[src/rtl/eep_pkg.sv]
package eep_pkg;

  localparam logic [3:0] DEV_TYPE = 4'b1010;

  typedef enum logic [3:0] {
    ST_IDLE,
    ST_DEV,
    ST_DEV_ACK,
    ST_WADDR,
    ST_WADDR_ACK,
    ST_WDATA,
    ST_WDATA_ACK,
    ST_RDATA,
    ST_RACK,
    ST_RNEXT
  } eep_state_e;

endpackage

[src/rtl/eep_bus_sync.sv]
// Reset release synchroniser, two-flop line synchronisers and
// SCL edge / start / stop detection.
module eep_bus_sync (
  input  logic clk,
  input  logic rst_n,
  input  logic scl_i,
  input  logic sda_i,
  output logic rst_ns,
  output logic scl_s,
  output logic sda_s,
  output logic scl_rise,
  output logic scl_fall,
  output logic start_det,
  output logic stop_det
);

  logic [1:0] rst_pipe_q;
  logic [1:0] meta_q;   // {scl, sda}
  logic [1:0] sync_q;
  logic [1:0] dly_q;

  always_ff @(posedge clk or negedge rst_n) begin
    if (!rst_n) rst_pipe_q <= 2'b00;
    else        rst_pipe_q <= {rst_pipe_q[0], 1'b1};
  end

  assign rst_ns = rst_pipe_q[1];

  // idle bus level is high on both lines
  always_ff @(posedge clk or negedge rst_ns) begin
    if (!rst_ns) begin
      meta_q <= 2'b11;
      sync_q <= 2'b11;
      dly_q  <= 2'b11;
    end else begin
      meta_q <= {scl_i, sda_i};
      sync_q <= meta_q;
      dly_q  <= sync_q;
    end
  end

  assign scl_s     = sync_q[1];
  assign sda_s     = sync_q[0];
  assign scl_rise  = scl_s & ~dly_q[1];
  assign scl_fall  = ~scl_s & dly_q[1];
  assign start_det = scl_s & dly_q[1] & dly_q[0] & ~sda_s;
  assign stop_det  = scl_s & dly_q[1] & ~dly_q[0] & sda_s;

endmodule

[src/rtl/eep_store.sv]
// Byte storage: one write port, one asynchronous read port.
module eep_store #(
  parameter int DEPTH = 256,
  parameter int AW    = 8
) (
  input  logic          clk,
  input  logic          we,
  input  logic [AW-1:0] addr,
  input  logic [7:0]    wdata,
  output logic [7:0]    rdata
);

  logic [7:0] cell_q [DEPTH];

  always_ff @(posedge clk) begin
    if (we) cell_q[addr] <= wdata;
  end

  assign rdata = cell_q[addr];

endmodule

[src/rtl/eep_ctrl.sv]
// Protocol engine: address match, word-address load, write and
// read streaming with a persistent wrapping counter.
module eep_ctrl
  import eep_pkg::*;
#(
  parameter int AW = 8
) (
  input  logic          clk,
  input  logic          rst_n,
  input  logic          scl_rise,
  input  logic          scl_fall,
  input  logic          start_det,
  input  logic          stop_det,
  input  logic          sda_s,
  input  logic [2:0]    addr_sel,
  input  logic [7:0]    rdata,
  output logic          mem_we,
  output logic [AW-1:0] mem_addr,
  output logic [7:0]    mem_wdata,
  output logic          sda_oe,
  output eep_state_e    state
);

  localparam logic [3:0] BYTE_BITS = 4'd8;
  localparam logic [3:0] LAST_BIT  = 4'd7;

  eep_state_e    state_q, state_d;
  logic [3:0]    bit_q, bit_d;
  logic [7:0]    sh_q, sh_d;
  logic [AW-1:0] cnt_q, cnt_d;
  logic          rw_q, rw_d;
  logic          oe_q, oe_d;
  logic          we_c;
  logic          dev_hit;

  assign dev_hit = (sh_q[7:1] == {DEV_TYPE, addr_sel});

  always_comb begin
    state_d = state_q;
    bit_d   = bit_q;
    sh_d    = sh_q;
    cnt_d   = cnt_q;
    rw_d    = rw_q;
    oe_d    = oe_q;
    we_c    = 1'b0;
    if (start_det) begin
      state_d = ST_DEV;
      bit_d   = '0;
      oe_d    = 1'b0;
    end else if (stop_det) begin
      state_d = ST_IDLE;
      bit_d   = '0;
      oe_d    = 1'b0;
    end else begin
      case (state_q)
        ST_DEV, ST_WADDR, ST_WDATA: begin
          if (scl_rise && bit_q != BYTE_BITS) begin
            sh_d  = {sh_q[6:0], sda_s};
            bit_d = bit_q + 4'd1;
          end else if (scl_fall && bit_q == BYTE_BITS) begin
            bit_d = '0;
            if (state_q == ST_DEV) begin
              if (dev_hit) begin
                rw_d    = sh_q[0];
                oe_d    = 1'b1;
                state_d = ST_DEV_ACK;
              end else begin
                state_d = ST_IDLE;
              end
            end else if (state_q == ST_WADDR) begin
              cnt_d   = sh_q[AW-1:0];
              oe_d    = 1'b1;
              state_d = ST_WADDR_ACK;
            end else begin
              we_c    = 1'b1;
              cnt_d   = cnt_q + AW'(1);
              oe_d    = 1'b1;
              state_d = ST_WDATA_ACK;
            end
          end
        end
        ST_DEV_ACK, ST_WADDR_ACK, ST_WDATA_ACK: begin
          if (scl_fall) begin
            oe_d  = 1'b0;
            bit_d = '0;
            if (state_q == ST_DEV_ACK && rw_q) begin
              sh_d    = rdata;
              oe_d    = ~rdata[7];
              state_d = ST_RDATA;
            end else if (state_q == ST_DEV_ACK) begin
              state_d = ST_WADDR;
            end else begin
              state_d = ST_WDATA;
            end
          end
        end
        ST_RDATA: begin
          if (scl_fall) begin
            if (bit_q == LAST_BIT) begin
              oe_d    = 1'b0;
              bit_d   = '0;
              cnt_d   = cnt_q + AW'(1);
              state_d = ST_RACK;
            end else begin
              sh_d  = {sh_q[6:0], 1'b0};
              oe_d  = ~sh_q[6];
              bit_d = bit_q + 4'd1;
            end
          end
        end
        ST_RACK: begin
          if (scl_rise) state_d = sda_s ? ST_IDLE : ST_RNEXT;
        end
        ST_RNEXT: begin
          if (scl_fall) begin
            sh_d    = rdata;
            oe_d    = ~rdata[7];
            bit_d   = '0;
            state_d = ST_RDATA;
          end
        end
        default: ;
      endcase
    end
  end

  always_ff @(posedge clk or negedge rst_n) begin
    if (!rst_n) begin
      state_q <= ST_IDLE;
      bit_q   <= '0;
      sh_q    <= '0;
      cnt_q   <= '0;
      rw_q    <= 1'b0;
      oe_q    <= 1'b0;
    end else begin
      state_q <= state_d;
      bit_q   <= bit_d;
      sh_q    <= sh_d;
      cnt_q   <= cnt_d;
      rw_q    <= rw_d;
      oe_q    <= oe_d;
    end
  end

  assign mem_we    = we_c;
  assign mem_addr  = cnt_q;
  assign mem_wdata = sh_q;
  assign sda_oe    = oe_q;
  assign state     = state_q;

endmodule

[src/rtl/i2c_eeprom_target.sv]
module i2c_eeprom_target
  import eep_pkg::*;
#(
  parameter int MEM_BYTES = 256
) (
  input  logic       clk,
  input  logic       rst_n,
  input  logic       scl_i,
  input  logic       sda_i,
  input  logic [2:0] addr_sel_i,
  output logic       sda_oe_o
);

  localparam int AW = $clog2(MEM_BYTES);

  logic          rst_ns;
  logic          scl_s;
  logic          sda_s;
  logic          scl_rise;
  logic          scl_fall;
  logic          start_det;
  logic          stop_det;
  logic          mem_we;
  logic [AW-1:0] mem_addr;
  logic [7:0]    mem_wdata;
  logic [7:0]    mem_rdata;
  eep_state_e    state;

  eep_bus_sync u_sync (
    .clk       (clk),
    .rst_n     (rst_n),
    .scl_i     (scl_i),
    .sda_i     (sda_i),
    .rst_ns    (rst_ns),
    .scl_s     (scl_s),
    .sda_s     (sda_s),
    .scl_rise  (scl_rise),
    .scl_fall  (scl_fall),
    .start_det (start_det),
    .stop_det  (stop_det)
  );

  eep_ctrl #(.AW(AW)) u_ctrl (
    .clk       (clk),
    .rst_n     (rst_ns),
    .scl_rise  (scl_rise),
    .scl_fall  (scl_fall),
    .start_det (start_det),
    .stop_det  (stop_det),
    .sda_s     (sda_s),
    .addr_sel  (addr_sel_i),
    .rdata     (mem_rdata),
    .mem_we    (mem_we),
    .mem_addr  (mem_addr),
    .mem_wdata (mem_wdata),
    .sda_oe    (sda_oe_o),
    .state     (state)
  );

  eep_store #(.DEPTH(MEM_BYTES), .AW(AW)) u_store (
    .clk   (clk),
    .we    (mem_we),
    .addr  (mem_addr),
    .wdata (mem_wdata),
    .rdata (mem_rdata)
  );

endmodule

[config.mk]
export PLATFORM = sky130hd
export DESIGN_NAME = i2c_eeprom_target
export DESIGN_NICKNAME = d
export VERILOG_FILES = /design/src/rtl/eep_pkg.sv /design/src/rtl/eep_bus_sync.sv /design/src/rtl/eep_store.sv /design/src/rtl/eep_ctrl.sv /design/src/rtl/i2c_eeprom_target.sv
export SDC_FILE = /design/constraint.sdc
export NUM_CORES = 2
export LEC_CHECK = 0
export BUFFER_PORTS_ARGS = -buffer_cell sky130_fd_sc_hd__buf_4
export CORE_MARGIN = 2
export CORE_UTILIZATION = 47
export CTS_CLUSTER_DIAMETER = 50
export DETAILED_ROUTE_END_ITERATION = 8
export HOLD_SLACK_MARGIN = 0.15
export SYNTH_ARGS = -nofsm -noshare
export SYNTH_HDL_FRONTEND = slang
export SYNTH_HIERARCHICAL = 1
export SYNTH_SLANG_ARGS = --single-unit
[constraint.sdc]
create_clock -name clk -period 1.12 [get_ports clk]
set_input_delay 0.056 -clock clk [delete_from_list [all_inputs] [get_ports clk]]
set_output_delay 0.056 -clock clk [all_outputs]
set_load 0.05 [all_outputs]
; Word level (Yosys, flattened, before mapping)
; Memories as Yosys holds them, arrays and structs flattened.
; Index checks and enable logic that the tools add are counted.
[word_totals]
ram_bits = 2048
regBits = 34
out_inout_bits = 1
n_memories = 1
[memory_table]
columns = memory, depth, word_bits, rd, rd_ports_with_merged_regs, write_ports, line
row1 = u_store.cell_q, 256, 8, 1, 0, 1, eep_store.sv:13  ; logic [7:0] cell_q [DEPTH];
[op_classes]
mux = 59
n_bitwise = 16
eq_ne = 33
reduce_logical = 17
addsub = 2
[ops]
columns = cell, count
row1 = 8-bit 2-to-1 mux, 12
row2 = 4-bit 2-to-1 mux, 19
row3 = 8-bit one-hot mux with 4 select lines, 1
row4 = "4-bit by 3-bit != test with 1-bit output, second input constant", 6
row5 = "4-bit by 3-bit equality test with 1-bit output, second input constant", 5
row6 = 1-bit 2-to-1 mux, 20
row7 = 4-bit one-hot mux with 5 select lines, 1
row8 = 8-bit one-hot mux with 2 select lines, 1
row9 = 8-bit AND reduction, 2
row10 = "2-bit by 1-bit != test with 1-bit output, second input constant", 7
row11 = 7-bit AND reduction, 2
row12 = "4-bit equality test, second input constant", 3
row13 = 4-bit one-hot mux with 3 select lines, 1
row14 = 1-bit inverter, 9
row15 = 9-bit AND reduction, 1
row16 = "8-bit by 1-bit adder with 8-bit output, second input constant", 1
row17 = "4-bit by 2-bit equality test with 1-bit output, second input constant", 2
row18 = "4-bit != test, second input constant", 2
row19 = 1-bit AND, 7
row20 = 7-bit equality test, 1
row21 = 7-bit nonzero test, 1
row22 = "2-bit != test, second input constant", 3
row23 = 6-bit nonzero test, 1
row24 = 3-bit OR reduction, 2
row25 = other kinds (14), 17

; Logic depth before layout (Yosys ltp)
[depth]
depth_word = 10
mapped_depth = 14
depth_no_buf = 10

; Modules after synthesis
; The synthesis kept the hierarchy.
[modules_own_cells]
columns = mod, area_per_inst_um2, cells_per_inst, n_inst
row1 = eep_store, 78332.6, 3539, 1
row2 = eep_ctrl, 1893.1, 214, 1
row3 = eep_bus_sync, 244.0, 13, 1

; Worst setup path before layout
; No wires, ideal clock.
[synth_path]
path_kind = register -> register
from = reg u_ctrl.sh_q[7] (netlist: u_ctrl/mem_wdata[7])
to = reg u_ctrl.rw_q
stages_incl_launch_ff = 5
path_buffers = 0
setup_ns = 0.143
t_required_ns = 0.977
setup_slack_ns = -3.408
arrival_ns = 4.385
period_less_slack_ns = 4.528
cell_sequence = dfrtp_1 -> nor4bb_1 -> nand4_1 -> nor3_1 -> mux2_2
[synth_between]
elab_chain_len = 2
[synth_lines]
columns = item, line
row1 = start: declaration, eep_ctrl.sv:29  ; logic [7:0] sh_q, sh_d;
row2 = start signal: assignment, eep_ctrl.sv:131  ; sh_q <= '0;
row3 = start signal: assignment, eep_ctrl.sv:138  ; sh_q <= sh_d;
row4 = 7-bit equality test, eep_ctrl.sv:36  ; assign dev_hit = (sh_q[7:1] == {DEV_TYPE, addr_sel});
row5 = 7-bit AND reduction (no line), --
row6 = end signal: assignment, eep_ctrl.sv:140  ; rw_q <= rw_d;
row7 = end: declaration, eep_ctrl.sv:31  ; logic rw_q, rw_d;
; No other way between the ends.
; A chain may end at the register's enable or synchronous reset.

; Worst setup path after layout
[layout_path]
from = reg u_ctrl.cnt_q[0] (netlist: u_ctrl/mem_addr[0])
to = reg u_ctrl.oe_q (netlist: u_ctrl/sda_oe)
[layout_between]
elab_chain_len = 7
word_cells_on_any_way = 8
cone_classes = 6 x mux / 1 x bitwise / 1 x memory
[layout_lines]
columns = item, line
row1 = start: declaration, eep_ctrl.sv:30  ; logic [AW-1:0] cnt_q, cnt_d;
row2 = start signal: assignment, eep_ctrl.sv:139  ; cnt_q <= cnt_d;
row3 = memory read 256 x 8 bit *, --
row4 = net mem_rdata[7], i2c_eeprom_target.sv:26  ; logic [7:0] mem_rdata;
row5 = 1-bit inverter *, "eep_ctrl.sv:88, eep_ctrl.sv:117"
row6 = 1-bit 2-to-1 mux, eep_ctrl.sv:86  ; if (state_q == ST_DEV_ACK && rw_q) begin
row7 = 1-bit 2-to-1 mux, eep_ctrl.sv:83  ; if (scl_fall) begin
row8 = 1-bit one-hot mux with 4 select lines *, eep_ctrl.sv:55  ; case (state_q)
row9 = 1-bit 2-to-1 mux *, eep_ctrl.sv:50  ; end else if (stop_det) begin
row10 = 1-bit 2-to-1 mux *, eep_ctrl.sv:46  ; if (start_det) begin
row11 = end signal: assignment, eep_ctrl.sv:134  ; oe_q <= 1'b0;
row12 = end signal: assignment, eep_ctrl.sv:141  ; oe_q <= oe_d;
row13 = end: declaration, eep_ctrl.sv:32  ; logic oe_q, oe_d;
; The timed path passes the listed nets; every way through them passes the cells marked *. The select of a mux whose other input is x is not followed.

==> summary.md <==
| Metric | Value |
|---|---|
| Outcome | `finished, violations left` |
| Failing checks | `negative setup slack` |
| Slew HR | `28.4%` |
| # clock sinks | `~2100` |
| RSZ-0062 raised after global routing | `yes` |
| Syn Std Cell Area | `0.0805 mm^2` |
| Most area-consuming cells after synthesis | `edfxtp_1, mux4_2, a22oi_1` |
| Die Ht | `418 um` |
| Nature of the critical path endpoint | `flip-flop` |
| Measured slew at the worst slew-check pin | `around 1.1 ns` |
| CP startpoint | `u_ctrl/mem_addr[0]` |
| Clock Path Buffers | `3` |
| Crit-path cells | `buf_12 > buf_8 > buf_12 > buf_12 > mux4_2 > a22oi_2 > a21oi_2 > o41ai_4 > buf_4 > nand4_1 > nand2b_4 > a22oi_2 > a2bb2oi_2 > nor2_1 > o31ai_1` |
| Period utilisation layout | `318%` |
| Max Slew Vio Count | `0` |
| Dpl cells | `approximately 6500` |
| Synthesized area per cell | `21.4 um^2` |
| Detail Route Antenna Nets | `0` |
| Vias per cell | `roughly 6` |
| Final Instance Count excl. Fillers | `6984` |
| Area delta synth->final | `26.8%` |
| Placement row count | `151` |
| Final WS setup | `-2.44 ns` |
| FILL cells | `12000` |
| Post-synth EDFFs | `2048` |
| 1st-iter DRT viols | `4919` |
| CTS clk-pin slew, worst paths | `0.06 ns` |
| Peak VDD IR | `1530 uV` |
| Largest area contributor in the netlist | `edfxtp_1` |
| Post-route cell area | `0.102 mm^2` |
| H-tree levels | `4` |
| Multi-input logic area | `0.0197 mm^2` |
| Clock Skew | `0.0382 ns` |
| Initial Utilization | `47.4%` |
| Pwr/cell area | `about 2200 mW/mm^2` |
| Register area | `between 0.06 and 0.07 mm^2` |
| WP data required | `between 1.5 and 2 ns` |
| Unique masters post-synth | `61` |
| # Max-Cap Violations | `0` |
| Num CTS Buffers | `215` |
| Total gr overflow | `0` |
| Area of the die | `0.175 mm^2` |
| Layout cells sized above 1 | `44.1%` |
| Initial antenna violation count | `2` |
| Cells after Synth | `3766` |
| Crit path top cell by count | `buf_12` |
| CP max stage cell | `dfrtp_4` |
| Core area | `0.170 mm^2` |
| First-pass DRT Iterations | `6` |
| CTS tree | `done` |
| WS Path Type | `reg2reg` |
| # IOs | `8` |
| Clk_lat worst skew | `0.85 ns` |
| Hold WC Path Type | `reg2async` |
| Clk root buf | `clkbuf_16` |
| WL/cell | `29.1 um` |
| Sequential area share after synthesis | `77.5%` |
| Vias in the first global route | `42400` |
| Final Hold Viols | `0` |
| Syn Nets | `3776` |
| Number of setup violations in the final report | `3980` |
| Nets | `4593` |
| CP arrival | `4.30 ns` |
| Overall global routing resource usage | `23.5%` |
| CP startpoint kind | `flip-flop` |
| Main synth FF type | `edfxtp_1` |
| Post-Route WL | `between 200000 and 250000 um` |
| Crit path largest cell delay | `~0.5 ns` |
| CP max FO | `6` |
| Pin count of the biggest net entering global routing | `between 150 and 200` |
| R2R setup slack | `-2.44 ns` |
| Ys Warns | `6` |
| Fmax | `~280 MHz` |
| Gpl congestion | `0.870` |
| Die X | `around 420 um` |
| R2r startpoint | `u_ctrl/mem_addr[0]` |
| Top cell type's share of synthesized area | `76.4%` |
| Placed inst area | `0.0912 mm^2` |
| Fin crit period | `~3.6 ns` |
| RR Endpoint | `u_ctrl/sda_oe` |
| Number of remaining DRC errors | `0` |
| Pleak | `between 30 and 40 nW` |
| Vias | `between 40000 and 50000` |
| Worst R2R Path Depth | `15` |
| HPWL after DPL | `128000 um` |
| First-pass GRT wire length | `296000 um` |
| PortBufs | `7` |
| Synth async-reset ratio | `1.63%` |
| Flops & latches, synth | `2082` |
## critical path, delay by kind of cell (launching register included)
kind            cells  cell delay (ns)
simple gates        3             0.45
flops               1             0.50
buf+inv             5             0.76
mux                 1             0.42
compound gates      6             1.32
## cell type report
cell class	count	area share, %
Clock inverter	142	1.30
Inverter	8	0.0319
Sequential cell	2082	61.1
Timing Repair Buffer	842	10.0
Antenna cell	1	0.00245
Multi-Input combinational cell	1434	19.3
Tap cell	2218	2.72
Clock buffer	257	5.50
## synth_stat cells (13+ instances only)
library cell	number
a21oi_1	137
a22oi_1	257
buf_1	20
buf_2	43
buf_4	17
buf_6	16
clkbuf_1	146
dfrtp_1	28
edfxtp_1	2048
mux2_2	16
mux4_2	512
nand2_1	42
nand3_1	23
nor2_1	252
nor2b_1	13
nor3_1	39
o21ai_0	14
o41ai_1	32
## metrics by stage
stage	hold WS (ns)	utilization (%)	setup WS [ns]	power (W)	TNS [ns]
CTS	0.234	59.6	-2.37	0.229	-3643.23
detailed placement	-0.161	53.7	-2.94	0.157	-3837.50
floorplan	-0.240	-	-1.80	0.132	-4841.71
global route	0.263	60.2	-2.54	0.236	-3860.39
global placement	-0.162	53.7	-3.06	0.156	-3717.77
finish	0.224	60.2	-2.44	0.228	-3643.95
## how the worst max path moves through the flow
stage / end / slack, ns / cells past startpoint
floorplan: u_ctrl/sda_oe / -1.80 / 13
global placement: u_ctrl/sda_oe / -3.06 / 12
detailed placement: u_ctrl/sda_oe / -2.94 / 12
CTS: u_ctrl/sda_oe / -2.37 / 15
global route: u_ctrl/sda_oe / -2.54 / 15
finish: u_ctrl/sda_oe / -2.44 / 15
## per-layer routing
metal	wire, um	vias up	part of all wire (%)	global-route usage, %
met5	13	-	0.0064	0
met3	14000	313	6.9	3.90
met1	85000	22300	42	33.6
met2	98600	1499	48	37.5
li1	-	17700	-	-
met4	5910	2	2.9	6.70
## state kept, by name (all words and copies together), names as in the netlist
name / cells
u_store/cell_q: 2048
u_ctrl/mem_addr: 8
u_ctrl/mem_wdata: 8
u_ctrl/bit_q: 4
u_ctrl/state: 4
u_sync/dly_q: 2
u_sync/meta_q: 2
u_sync/rst_pipe_q: 2
u_sync/sync_q: 2
u_ctrl/rw_q: 1
u_ctrl/sda_oe: 1
## repair_timing
action	CTS	global route
cloned	11	6
pin swaps	120	64
setup buffers	31	9
endpoints found under the setup margin	3944	4050
endpoints found under the hold margin	7	0
hold buffers	10	0
gates resized for setup	529	173
## report_power, final
group	internal (W)	switching (W)
Clock	0.0395	0.0302
Combinational	0.0263	0.0342
Sequential	0.0973	0.000329
Total	0.163	0.0647
## cells in the final DEF (no fill, tap or decap), types with 37 or more instances in the layout
cell / n
a21oi_2: 37
a22oi_2: 72
a21oi_1: 96
clkinv_1: 42
buf_12: 217
mux4_2: 512
nor2_1: 45
a22oi_1: 185
clkinv_2: 43
clkbuf_1: 37
clkbuf_16: 223
nor2_4: 188
buf_4: 430
buf_6: 124
buf_8: 41
edfxtp_1: 2048
## cell families after synthesis
group	after synthesis	synth area share, %
AO/OA/AOI/OAI	474	4.04
XOR/XNOR	3	0.0327
adder cells (fa/ha/maj)	4	0.0591
buffers and inverters	250	1.46
flip-flops	2082	77.5
multiplexers	532	14.6
other	1	0.00466
AND/OR/NAND/NOR	420	2.31
Note: power is estimated with default switching activity, not from simulation.
